$ cat config.mk
export PLATFORM = sky130hd
export DESIGN_NAME = fifo_mbox_hostif
export DESIGN_NICKNAME = d
export VERILOG_FILES = /design/src/rtl/fifo_mbox_hostif_pkg.sv /design/src/rtl/fifo_mbox_hostif_decode.sv /design/src/rtl/fifo_mbox_hostif_mailbox.sv /design/src/rtl/fifo_mbox_hostif_status.sv /design/src/rtl/fifo_mbox_hostif.sv
export SDC_FILE = /design/constraint.sdc
export NUM_CORES = 1
export LEC_CHECK = 0
export CORE_UTILIZATION = 46
export DETAILED_ROUTE_END_ITERATION = 16
export PLACE_DENSITY = 0.85
export SETUP_SLACK_MARGIN = 0.5
export SYNTH_ARGS = -nofsm -noshare
export SYNTH_HDL_FRONTEND = slang
export SYNTH_HIERARCHICAL = 1
export SYNTH_SLANG_ARGS = --single-unit
$ cat constraint.sdc
create_clock -name clk -period 2.7 [get_ports clk]
set_input_delay 0.54 -clock clk [delete_from_list [all_inputs] [get_ports clk]]
set_output_delay 0.54 -clock clk [all_outputs]
set_load 0.05 [all_outputs]
$ cat src/rtl/fifo_mbox_hostif_pkg.sv
package fifo_mbox_hostif_pkg;

  // register offsets (host side)
  localparam logic [2:0] OFS_DATA = 3'd0;
  localparam logic [2:0] OFS_HIGH = 3'd1;
  localparam logic [2:0] OFS_CTRL = 3'd2;
  localparam logic [2:0] OFS_MAIL = 3'd3;
  localparam logic [2:0] OFS_KICK = 3'd7;

  // status bit positions
  localparam int ST_OMB    = 7;
  localparam int ST_OFULL  = 6;
  localparam int ST_IEMPTY = 5;
  localparam int ST_OHALF  = 4;
  localparam int ST_IHALF  = 3;
  localparam int ST_IMB    = 2;
  localparam int ST_IFULL  = 1;
  localparam int ST_OEMPTY = 0;

  // control byte positions
  localparam int CT_RSEL   = 7;
  localparam int CT_IMB    = 6;
  localparam int CT_IFULL  = 5;
  localparam int CT_IEMPTY = 3;
  localparam int CT_OFULL  = 2;
  localparam int CT_OEMPTY = 0;

  localparam int NUM_EN = 5;

  // pick the enable bits out of a control byte, reserved bits dropped
  function automatic logic [NUM_EN-1:0] ctrl_enables(input logic [7:0] c);
    return {c[CT_IMB], c[CT_IFULL], c[CT_IEMPTY], c[CT_OFULL], c[CT_OEMPTY]};
  endfunction

  // status bits gated by the matching enable bits
  function automatic logic [NUM_EN-1:0] irq_hits(input logic [7:0] st,
                                                 input logic [NUM_EN-1:0] en);
    logic [NUM_EN-1:0] src;
    src = {st[ST_IMB], st[ST_IFULL], st[ST_IEMPTY], st[ST_OFULL], st[ST_OEMPTY]};
    return src & en;
  endfunction

  function automatic logic at_half(input int unsigned lvl, input int unsigned depth);
    return (2 * lvl) >= depth;
  endfunction

endpackage

$ cat src/rtl/fifo_mbox_hostif_decode.sv
module fifo_mbox_hostif_decode
  import fifo_mbox_hostif_pkg::*;
(
  input  logic [2:0] addr,
  input  logic       wr,
  input  logic       rd,
  output logic       wr_data,
  output logic       wr_high,
  output logic       wr_ctrl,
  output logic       wr_mail,
  output logic       wr_kick,
  output logic       rd_data,
  output logic       rd_high,
  output logic       rd_ctrl,
  output logic       rd_mail
);
  always_comb begin
    wr_data = wr && (addr == OFS_DATA);
    wr_high = wr && (addr == OFS_HIGH);
    wr_ctrl = wr && (addr == OFS_CTRL);
    wr_mail = wr && (addr == OFS_MAIL);
    wr_kick = wr && (addr == OFS_KICK);
    rd_data = rd && (addr == OFS_DATA);
    rd_high = rd && (addr == OFS_HIGH);
    rd_ctrl = rd && (addr == OFS_CTRL);
    rd_mail = rd && (addr == OFS_MAIL);
  end
endmodule

$ cat src/rtl/fifo_mbox_hostif_mailbox.sv
module fifo_mbox_hostif_mailbox #(
  parameter int W = 6
) (
  input  logic         clk,
  input  logic         rst_n,
  input  logic         set,
  input  logic         clr,
  input  logic [W-1:0] din,
  output logic         pend,
  output logic [W-1:0] dout
);
  // a set in the same cycle as a clear wins; contents survive a clear
  always_ff @(posedge clk or negedge rst_n) begin
    if (!rst_n) begin
      pend <= 1'b0;
      dout <= '0;
    end else if (set) begin
      pend <= 1'b1;
      dout <= din;
    end else if (clr) begin
      pend <= 1'b0;
    end
  end
endmodule

$ cat src/rtl/fifo_mbox_hostif_status.sv
module fifo_mbox_hostif_status
  import fifo_mbox_hostif_pkg::*;
#(
  parameter int DEPTH = 16,
  localparam int LW = $clog2(DEPTH + 1)
) (
  input  logic [LW-1:0]     out_level,
  input  logic [LW-1:0]     in_level,
  input  logic              omb_pend,
  input  logic              imb_full,
  input  logic [NUM_EN-1:0] en,
  input  logic              irq_en,
  output logic [7:0]        status,
  output logic              out_full,
  output logic              in_empty,
  output logic              irq
);
  localparam logic [LW-1:0] FULL_LVL = LW'(DEPTH);

  always_comb begin
    out_full  = (out_level == FULL_LVL);
    in_empty  = (in_level == '0);
    status            = '0;
    status[ST_OMB]    = omb_pend;
    status[ST_OFULL]  = out_full;
    status[ST_IEMPTY] = in_empty;
    status[ST_OHALF]  = at_half(32'(out_level), DEPTH);
    status[ST_IHALF]  = at_half(32'(in_level), DEPTH);
    status[ST_IMB]    = imb_full;
    status[ST_IFULL]  = (in_level == FULL_LVL);
    status[ST_OEMPTY] = (out_level == '0);
    irq = irq_en && (|irq_hits(status, en));
  end
endmodule

$ cat src/rtl/fifo_mbox_hostif.sv
module fifo_mbox_hostif
  import fifo_mbox_hostif_pkg::*;
#(
  parameter int DEPTH = 16,
  parameter int MBW   = 6,
  localparam int LW   = $clog2(DEPTH + 1)
) (
  input  logic          clk,
  input  logic          rst_n,
  input  logic          word_mode,
  input  logic [2:0]    host_addr,
  input  logic          host_wr,
  input  logic          host_rd,
  input  logic [7:0]    host_wdata,
  output logic [7:0]    host_rdata,
  output logic          out_push,
  output logic [15:0]   out_push_data,
  input  logic [LW-1:0] out_level,
  output logic          in_pop,
  input  logic [15:0]   in_pop_data,
  input  logic [LW-1:0] in_level,
  input  logic          brd_mb_take,
  input  logic          brd_mb_put,
  input  logic [MBW-1:0] brd_mb_wdata,
  output logic [MBW-1:0] out_mb_data,
  output logic          board_rst,
  input  logic          irq_en,
  output logic          irq
);
  localparam int PAD = 8 - MBW;

  logic wr_data, wr_high, wr_ctrl, wr_mail, wr_kick;
  logic rd_data, rd_high, rd_ctrl, rd_mail;

  fifo_mbox_hostif_decode u_dec (
    .addr(host_addr), .wr(host_wr), .rd(host_rd),
    .wr_data(wr_data), .wr_high(wr_high), .wr_ctrl(wr_ctrl),
    .wr_mail(wr_mail), .wr_kick(wr_kick),
    .rd_data(rd_data), .rd_high(rd_high), .rd_ctrl(rd_ctrl),
    .rd_mail(rd_mail)
  );

  // control: readback select plus the five enables, reserved bits not kept
  logic              rsel;
  logic [NUM_EN-1:0] en_q;
  logic [7:0]        wr_hi_q;
  logic [7:0]        rd_hi_q;
  logic              kick_q;

  // named events for the checker
  logic              out_full, in_empty;
  logic              imb_drain;
  logic              omb_pend, imb_full;
  logic [MBW-1:0]    imb_data;
  logic [7:0]        status;

  assign out_push      = wr_data && !out_full;
  assign out_push_data = word_mode ? {wr_hi_q, host_wdata} : {8'h00, host_wdata};
  assign in_pop        = rd_data && !in_empty;
  assign imb_drain     = rd_mail && !rsel;
  assign board_rst     = kick_q;

  always_ff @(posedge clk or negedge rst_n) begin
    if (!rst_n) begin
      rsel    <= 1'b0;
      en_q    <= '0;
      wr_hi_q <= '0;
      rd_hi_q <= '0;
      kick_q  <= 1'b0;
    end else begin
      kick_q <= wr_kick;
      if (wr_ctrl) begin
        rsel <= host_wdata[CT_RSEL];
        en_q <= ctrl_enables(host_wdata);
      end
      if (wr_high) wr_hi_q <= host_wdata;
      if (in_pop && word_mode) rd_hi_q <= in_pop_data[15:8];
    end
  end

  fifo_mbox_hostif_mailbox #(.W(MBW)) u_omb (
    .clk(clk), .rst_n(rst_n),
    .set(wr_mail), .clr(brd_mb_take), .din(host_wdata[7:PAD]),
    .pend(omb_pend), .dout(out_mb_data)
  );

  fifo_mbox_hostif_mailbox #(.W(MBW)) u_imb (
    .clk(clk), .rst_n(rst_n),
    .set(brd_mb_put), .clr(imb_drain), .din(brd_mb_wdata),
    .pend(imb_full), .dout(imb_data)
  );

  fifo_mbox_hostif_status #(.DEPTH(DEPTH)) u_st (
    .out_level(out_level), .in_level(in_level),
    .omb_pend(omb_pend), .imb_full(imb_full),
    .en(en_q), .irq_en(irq_en),
    .status(status), .out_full(out_full), .in_empty(in_empty), .irq(irq)
  );

  always_comb begin
    host_rdata = 8'h00;
    if (rd_data)      host_rdata = in_pop_data[7:0];
    else if (rd_high) host_rdata = word_mode ? rd_hi_q : 8'h00;
    else if (rd_ctrl) host_rdata = status;
    else if (rd_mail) host_rdata = {(rsel ? out_mb_data : imb_data), {PAD{1'b0}}};
  end
endmodule

==> key figures, run 1 <==
Run status
  – Status: completed

Synthesis
  – Yosys reg bits: 37
  – Mapped Avg Cell Area: about 12 um2
  – Yosys top cell by area: dfrtp_1
  – Area contributors post-synth: dfrtp_1 44%, mux2_2 15%, mux2_4 9.4%, buf_4 4.7%, a22oi_1 4.3%
  – Netlist cell types: 33
  – Post-synthesis net count: 218
  – YS warnings: 6
  – Proportion of synthesized chip area in sequential cells: between 40 and 50%
  – Post-synth top area share: around 44%
  – Post-synthesis instance area: 2080 um2
  – Mapped Cells: 167

Floorplanning
  – Initial Util: roughly 48%
  – FP Rows: 24
  – Die ar.: between 4000 and 5000 um2
  – Height of the die: just under 70 um
  – # IOs: 85
  – Area of the core: between 4000 and 5000 um2
  – Die Wd: between 60 and 70 um

Worst setup path
  – Worst setup startpoint: out_level[2]
  – Setup crit start kind: input port
  – Critical path capture point type: output port
  – Required time worst endpoint: about 2200 ps
  – Max Fanout on Critical Path: 3
  – WP data arrival: about 2000 ps
  – Reg2reg start: rsel$_DFFE_PN0P_
  – Worst Path Class, Setup: in -> out

GRT
  – GR Util All Layers: about a quarter
  – Largest net degree at the start of global routing: 38
  – Vias in the first global route: around 1900
  – Grt total ovfl: 0
  – Global-route wire length before repair: between 9 and 10 mm
  – Initial antenna violation count: 0

Finish
  – Antenna cell count: 0
  – Nets@finish: about 300
  – Layout cells sized above 1: a little under three fifths
  – Area Overhead vs Synth: 66.7%

STA
  – Final Max Tran Viols: 0
  – Worst Clk Skew: 0.517 ps
  – Timing-limited maximum frequency: a little under 400 MHz
  – Final setup fails: 0
  – RSZ-0062 raised after global routing: yes
  – Hold_ws: between 300 and 400 ps
  – Setup TNS: 0 ps
  – Final period utilization: 94.1%
  – Fin crit period: 2540 ps
  – Worst-margin pin slew: 816 ps
  – Hold Violations, Final: 0
  – Slew margin rel.: 45.6%

CTS
  – CTS tree: yes
  – Clock-pin slew on the worst setup and hold paths: 70 ps
  – H-tree depth: 2
  – CTS root buffer: clkbuf_8
  – Clock Path Buffers: 2
  – Sink Count: 37
  – Skew-Pair Late Insertion Delay: roughly 280 ps
  – Num CTS Buffers: 5

Pwr
  – NetSw: about 0.00062 W
  – Flop pwr share: 38.4%
  – Internal power: 0.00130 W
  – Clock power frac: 24.7%
  – Gate power share: a little under two fifths
  – Pwr/cell area: approximately 550 nW/um2
  – Total leakage power: 1.47 nW
  – VDD IR max: between 0.4 and 0.5 mV
  – Switching Fraction: between 30% and 40%

Routing
  – DRC violations left: 0
  – Iter 0 DRT Violations: between 80 and 90
  – Post-DRT Antenna Nets: 0
  – DRT Pass-1 Iters: 4
  – DRT Wirelength: about 5.8 mm
  – Wire per inst: 18.5 um
  – Via Count: 1715
  – Vias per cell: 5.53

Placed design
  – HPWL after DPL: approximately 3.9 mm
  – I/O Buffers: between 80 and 90
  – GP Congestion: between 0.8 and 0.9

Run
  – MaxCap Viol Count: 0

Min path
  – Worst hold path type: in -> async
==> worst paths after layout <==
check                                            endpoint  slack (ps)  depth (start not counted)
worst max-delay path                        host_rdata[6]         160                          7
worst min-delay path            u_omb/dout[2]$_DFFE_PN0P_         340                          1
worst max register to register     u_imb/pend$_DFFE_PN0P_        1720                          3
worst min register to register     wr_hi_q[1]$_DFFE_PN0P_         510                          1
max in group asynchronous          rd_hi_q[1]$_DFFE_PN0P_        1840                          1
min in group clk                   wr_hi_q[1]$_DFFE_PN0P_         510                          1
==> cells in the mapped netlist (all sizes together) <==
cell	instances
inv	4
nand2	4
or2	2
a221o	1
dfrtp	37
and4bb	4
a22oi	12
a21oi	1
nand3b	1
and2	10
o221ai	1
mux2i	2
nor2b	3
a21o	2
and4b	2
and2b	1
o21ai	7
and4	1
or4	2
nor4b	3
clkbuf	3
nand3	1
nor2	4
mux2	40
buf	19
==> critical path: stages <==
cell and delay [ps]:
buf_6 90, or4_4 560, nor2_4 130, nand3b_1 140, a21oi_2 230, a221o_2 170
buf_8 140
==> through the flow <==
step | util (%) | worst slack, ps | instances | instance area [um2] | power, W
global route | 79.7 | 133 | 310 | 3470 | 0.00201
finish | 79.7 | 159 | 310 | 3470 | 0.00193
detailed placement | 72.6 | -250 | 294 | 3160 | 0.00142
CTS | 78.8 | 301 | 307 | 3430 | 0.00192
floorplan | - | 405 | 167 | 2170 | 0.00113
global placement | 72.6 | -206 | 294 | 3160 | 0.00140
==> registers in the layout, indices dropped and copies added, names as in the netlist <==
signal	count
u_imb/dout	6
wr_hi_q	8
board_rst	1
en_q	5
u_omb/dout	6
rd_hi_q	8
u_imb/pend	1
rsel	1
u_omb/pend	1
==> placed cells by master (no fill, tap or decap), drive strengths merged <==
cell	synthesis	layout
inv	4	4
a221o	1	1
dfrtp	37	37
nor2b	3	3
and4b	2	2
a21o	2	2
bufinv	0	1
mux2	40	40
nand3	1	1
dlygate4sd2	0	2
and4	1	1
buf	19	59
and2	10	10
clkdlybuf4s15	0	2
nor2	4	4
o221ai	1	1
o21ai	7	7
clkbuf	3	6
clkinv	0	1
nor4b	3	3
clkdlybuf4s50	0	42
and4bb	4	4
a22oi	12	12
nand3b	1	1
and2b	1	1
or2	2	2
a21oi	1	1
nand2	4	4
or4	2	2
mux2i	2	2
==> power by group through the flow <==
stage,combinational [W],sequential [W],clock (W)
after floorplan,0.000344,0.000782,0
after global placement,0.000667,0.000734,0
after detailed placement,0.000676,0.000740,0
after CTS,0.000702,0.000735,0.000484
after global routing,0.000742,0.000751,0.000513
final,0.000710,0.000739,0.000476
==> cells by family (layout without fill, tap and decap cells) <==
logic type,after synthesis,after routing,share of synthesized area [%]
buffers and inverters,26,117,8.29
and+or+nand+nor,38,38,14.4
muxes,42,42,24.9
DFF,37,37,44.4
AOI/OAI and AO/OA,24,24,7.99
==> layout make-up <==
| cell class | count | area [um2] |
|---|---|---|
| clock inverter | 2 | 38.8 |
| fill | 254 | 882 |
| clock buffer | 6 | 72.6 |
| sequential | 37 | 926 |
| tap | 52 | 65.1 |
| timing repair buffer | 105 | 1150 |
| multi-input combinational | 104 | 1200 |
| inverter | 4 | 15.0 |
==> what timing repair did <==
action                     CTS  global route
setup buffers                5             3
setup endpoints to repair   19            11
resized for setup           84             3
hold buffers                 0             0
pin swaps                   20             8
==> per-layer routing <==
metal	track usage [%]	vias up	wire (um)
li1	-	777	-
met1	29.4	845	2210
met2	42.6	80	2990
met3	7.56	13	433
met4	9.98	0	112
met5	0	-	0
Note: power is estimated with default switching activity, not from simulation.
==> inputs of run 2 (changes only) <==
Settings changed: CORE_UTILIZATION 46 to 43, PLACE_DENSITY 0.85 to 0.8.
Clock period 2.7 ns to 2.84 ns, I/O delays scaled along.
==> run 2 against run 1 <==
Combinational power down 4.5%. Sequential share of layout area shrank 0.62 points. Utilization down 0.82 points. Wire length rose by 5.6%. Critical path type unchanged. Die area up 6.8%. Count of clock-buffer cells in the layout did not move. Critical endpoint unchanged.
==> key figures, run 2 (synthesized netlist as in run 1, its figures left out) <==
GRT
  – Global-route wire length before repair: around 9 mm
  – Largest net degree at the start of global routing: 38
  – Grt total ovfl: 0
  – GR Util All Layers: 23.2%
  – Vias in the first global route: between 1500 and 2000
  – Initial antenna violation count: 0

Finish
  – Layout cells sized above 1: 58.2%
  – Most common cell after layout, fill and taps aside: clkdlybuf4s50_1
  – Commonest non-fill, non-tap cells in the layout: 42 x clkdlybuf4s50_1, 37 x dfrtp_1, 27 x mux2_2, 22 x buf_4, 18 x buf_12
  – Storage cell area: just over 900 um2
  – Layout fillers: 257
  – Multi-input gate area: around 1200 um2
  – Area Overhead vs Synth: 70.6%
  – Antenna cell count: 0
  – Nets@finish: between 300 and 400
  – Final instance area: 3550 um2
  – Registers with the most flip-flops: rd_hi_q x8, wr_hi_q x8

Routing
  – Via Count: ~1700
  – Wire per inst: ~19 um
  – DRC violations left: 0
  – Post-DRT Antenna Nets: 0
  – Iter 0 DRT Violations: between 70 and 80
  – DRT Wirelength: ~6 mm
  – DRT Pass-1 Iters: 4
  – Vias per cell: 5.49

Run
  – MaxCap Viol Count: 0

CTS
  – Skew-Pair Late Insertion Delay: 290 ps
  – Num CTS Buffers: 5
  – H-tree depth: 2
  – Clock Path Buffers: 2
  – Clock-pin slew on the worst setup and hold paths: approximately 80 ps
  – CTS root buffer: clkbuf_8
  – Sink Count: 37
  – CTS tree: yes

Floorplanning
  – FP Rows: 24
  – # IOs: 85
  – Height of the die: just over 70 um
  – Initial Util: between 40 and 50%
  – Area of the core: between 4000 and 5000 um2
  – Die ar.: roughly 5100 um2
  – Die Wd: 71.6 um

STA
  – Worst setup margin: 321 ps
  – Slew margin rel.: a little over two fifths
  – Timing-limited maximum frequency: 397 MHz
  – RSZ-0062 raised after global routing: yes
  – Hold Violations, Final: 0
  – Worst-margin pin slew: 842 ps
  – Final Max Tran Viols: 0
  – Final period utilization: roughly 89%
  – Worst Clk Skew: about 6.3 ps
  – Final setup fails: 0
  – Fin crit period: approximately 2500 ps

Worst setup path
  – Critical path capture point type: output port
  – Setup crit start kind: input port
  – WP data arrival: just under 2000 ps
  – Setup slack, reg-to-reg: around 1900 ps
  – Required time worst endpoint: roughly 2300 ps
  – Setup crit end: host_rdata[6]
  – Worst setup startpoint: out_level[2]
  – Max Fanout on Critical Path: 3
  – R2r endpoint: u_imb/pend$_DFFE_PN0P_
  – Reg2reg start: rsel$_DFFE_PN0P_
  – Worst Path Class, Setup: in -> out
  – Worst R2R Path Depth: 3

Pwr
  – Pwr/cell area: 523 nW/um2
  – Total leakage power: between 1.5 and 2 nW
  – VDD IR max: 0.334 mV

Placed design
  – HPWL after DPL: approximately 3.9 mm
  – Cell area after placement: 3140 um2
  – GP Congestion: ~0.77
  – Pre-CTS setup slack: -108 ps
  – I/O Buffers: 84

Min path
  – Worst hold path type: in -> async

Run status
  – Status: completed
-- run 2: changes by cell type in the layout (fill, tap and decap cells not counted), moves of 2 or more --
| cell | before | now |
|---|---|---|
| dlygate4sd2_1 | 2 | 6 |
| buf_16 | 0 | 2 |
| buf_4 | 24 | 22 |
| clkbuf_2 | 0 | 2 |
| nand2_1 | 3 | 1 |
| nand2_2 | 0 | 2 |
-- run 2: routing by layer --
metal | vias to the layer above | routed length, um | GRT usage (%)
li1 | 781 | - | -
met1 | 859 | 2490 | 29.0
met2 | 80 | 3110 | 40.9
met3 | 9 | 391 | 5.63
met4 | 0 | 78 | 5.01
met5 | - | 0 | 0
-- run 2: how the worst min path moves through the flow --
stage	slack (ps)	cells past startpoint	end
5_1_grt	430	1	en_q[2]$_DFFE_PN0P_
3_3_place_gp	480	1	wr_hi_q[5]$_DFFE_PN0P_
3_5_place_dp	490	1	wr_hi_q[1]$_DFFE_PN0P_
2_1_floorplan	270	0	board_rst$_DFF_PN0_
4_1_cts	400	1	u_omb/dout[1]$_DFFE_PN0P_
6_report	380	1	wr_hi_q[3]$_DFFE_PN0P_
-- run 2: stage by stage --
stage / hold slack [ps] / util (%) / total power [W] / std cells / TNS [ps]
6_report: 375 / 78.9 / 0.00186 / 315 / 0
5_1_grt: 435 / 78.9 / 0.00193 / 315 / 0
4_1_cts: 396 / 77.3 / 0.00185 / 309 / 0
3_5_place_dp: 488 / 69.7 / 0.00134 / 290 / -314
3_3_place_gp: 483 / 69.7 / 0.00133 / 290 / -111
2_1_floorplan: 272 / - / 0.00107 / 167 / 0
-- run 2: cell type report --
class / count / area share [%]
clock buffers: 6 / 2.32
clock inverters: 2 / 1.06
inverters: 4 / 0.422
multi-input cells: 104 / 33.6
flip-flops and latches: 37 / 26.0
well taps: 52 / 1.83
repair buffers: 110 / 34.7
-- run 2: power by group --
part / switching [W] / internal, W / total (W)
Clock: 0.000197 / 0.000286 / 0.000483
Combinational: 0.000328 / 0.000350 / 0.000678
Sequential: 0.0000729 / 0.000627 / 0.000700
-- run 2: critical path: stages --
cell and delay (ps):
buf_2 100, or4_4 570, nor2_4 160, nand3b_1 100
a21oi_1 150, a221o_2 160, buf_8 140
-- run 2: what timing repair did --
item | CTS | global route
setup endpoints to repair | 15 | 11
buffers inserted | 10 | 6
hold buffers | 0 | 0
pin swaps | 17 | 11
gates cloned | 1 | 0
gates resized for setup | 75 | 17
==> inputs of run 3 (changes only) <==
Settings changed: REMOVE_ABC_BUFFERS set to 1.
==> run 3 against run 2 <==
Non-clock buffer count decreased by 2. Power shrank 2.4%. Register-to-register slack hardly changed. Wire length rose by 2.2%. Utilization down 3.2 points. Design area is 4.1% lower. Maximum frequency up 1.0%. Highest routed layer unchanged.
==> key figures, run 3 (synthesized netlist as in run 1, its figures left out) <==
Pwr
  – Gate power share: approximately 37%
  – Total leakage power: roughly 1.5 nW
  – Switching Fraction: approximately a third
  – Internal power: 0.00123 W
  – Flop pwr share: 38.4%
  – NetSw: approximately 0.00058 W
  – Total power draw: about 0.0018 W
  – VDD IR max: 0.362 mV
  – Pwr/cell area: between 500 and 600 nW/um2
  – Clock power frac: between 20 and 30%

Routing
  – DRT Pass-1 Iters: 4
  – Via Count: between 1500 and 2000
  – Wire per inst: just under 20 um
  – DRT Wirelength: ~6.2 mm
  – Vias per cell: about 5.4
  – Iter 0 DRT Violations: 103
  – Post-DRT Antenna Nets: 0
  – DRC violations left: 0

GRT
  – Initial antenna violation count: 0
  – Grt total ovfl: 0
  – Global-route wire length before repair: 9.40 mm
  – Largest net degree at the start of global routing: 38
  – GR Util All Layers: about a quarter
  – Vias in the first global route: approximately 1800

Worst setup path
  – WP buf/inv: 7
  – Crit path max-delay family: buffers and inverters
  – WP depth: 9
  – Worst setup startpoint: host_addr[2]
  – Max Fanout on Critical Path: 5
  – R2r endpoint: u_imb/pend$_DFFE_PN0P_
  – Required time worst endpoint: 2270 ps
  – Crit path max-delay cell type: nor4b_4
  – WP data arrival: roughly 1900 ps
  – Crit-path cells: buf_6 > buf_6 > nor4b_4 > buf_4 > buf_12 > bufbuf_16 > o21ai_1 > buf_4 > buf_12
  – Setup crit start kind: input port
  – Worst Path Class, Setup: in -> out
  – Reg2reg start: rsel$_DFFE_PN0P_
  – Setup slack, reg-to-reg: approximately 1900 ps
  – Setup crit end: host_rdata[0]
  – Critical path capture point type: output port
  – Worst R2R Path Depth: 3
  – CP max stage delay: between 200 and 300 ps

Finish
  – Commonest non-fill, non-tap cells in the layout: 41 x clkdlybuf4s50_1, 37 x dfrtp_1, 27 x mux2_2, 22 x buf_4, 18 x buf_12
  – Most common cell after layout, fill and taps aside: clkdlybuf4s50_1
  – Registers with the most flip-flops: rd_hi_q x8, wr_hi_q x8
  – Fin cells: about 310
  – Antenna cell count: 0
  – Nets@finish: just over 300
  – Area Overhead vs Synth: 63.7%
  – Layout cells sized above 1: roughly half
  – Final instance area: between 3000 and 4000 um2

Floorplanning
  – FP Rows: 24
  – Height of the die: 71.6 um
  – # IOs: 85
  – Die Wd: 71.6 um
  – Die ar.: ~5000 um2
  – Initial Util: 46.3%
  – Area of the core: 4500 um2

CTS
  – CTS tree: yes
  – Clock Path Buffers: 2
  – Hold_buf cts: 0
  – CTS root buffer: clkbuf_8
  – Sink Count: 37
  – Clock-pin slew on the worst setup and hold paths: 80 ps
  – Num CTS Buffers: 5
  – H-tree depth: 2
  – Skew-Pair Late Insertion Delay: about 290 ps

STA
  – Worst-margin pin slew: approximately 830 ps
  – Hold Violations, Final: 0
  – Final setup fails: 0
  – Timing-limited maximum frequency: around 400 MHz
  – Hold_ws: ~370 ps
  – Worst Clk Skew: about 0.06 ps
  – Slew margin rel.: about 44%
  – RSZ-0062 raised after global routing: yes
  – Final Max Tran Viols: 0
  – Worst setup margin: 346 ps
  – Final period utilization: between 80% and 90%
  – Fin crit period: approximately 2500 ps

Placed design
  – Placed cell count: just under 300
  – I/O Buffers: 84
  – GP Congestion: ~0.86
  – Cell area after placement: between 3000 and 4000 um2
  – HPWL after DPL: roughly 4.1 mm
  – Pre-CTS setup slack: -206 ps

Run
  – MaxCap Viol Count: 0

Run status
  – Status: completed

Min path
  – Worst hold path type: in -> async
run 3: worst min path at each step:
stage | end | startpoint | slack (ps)
detailed placement | u_omb/pend$_DFFE_PN0P_ | u_omb/pend$_DFFE_PN0P_ | 480
global route | rd_hi_q[6]$_DFFE_PN0P_ | rst_n | 430
floorplan | board_rst$_DFF_PN0_ | rst_n | 270
CTS | board_rst$_DFF_PN0_ | rst_n | 390
global placement | u_omb/pend$_DFFE_PN0P_ | u_omb/pend$_DFFE_PN0P_ | 480
finish | rd_hi_q[6]$_DFFE_PN0P_ | rst_n | 370
run 3: worst register-to-register path, cell delays in order (launching register included):
cell	delay, ps
dfrtp_1	510
nor2b_1	160
inv_1	50
a21o_2	170
run 3: per-stage QoR:
stage	TNS (ps)	util, %
after floorplan	-9530	-
after global placement	-1160	68.3
after detailed placement	-1440	68.3
after CTS	0	74.5
after global routing	0	75.7
final	0	75.7
run 3: timing repair:
item,CTS,global route
cloned,1,0
setup endpoints to repair,14,10
pin swaps,16,3
setup buffers,8,1
resized for setup,83,10
run 3: power groups by stage:
stage | Combinational (W) | Sequential (W) | Clock, W
4_1_cts | 0.000656 | 0.000696 | 0.000466
5_1_grt | 0.000694 | 0.000713 | 0.000496
3_3_place_gp | 0.000627 | 0.000697 | 0
6_report | 0.000664 | 0.000698 | 0.000454
2_1_floorplan | 0.000265 | 0.000749 | 0
3_5_place_dp | 0.000635 | 0.000706 | 0
run 3: final cells by class:
cell class / instances / area [um2]
inverters: 4 / 15.0
fillers: 275 / 1090
multi-input cells: 104 / 1070
clock buffers: 6 / 72.6
repair buffers: 108 / 1220
well taps: 52 / 65.1
flip-flops and latches: 37 / 926
clock inverters: 2 / 38.8
run 3: per-layer routing:
layer / vias to the layer above / GRT usage [%] / wire length (um)
li1: 780 / - / -
met1: 807 / 31.5 / 2400
met2: 80 / 39.1 / 3190
met3: 20 / 6.61 / 359
met4: 0 / 12.6 / 257
met5: - / 0 / 0
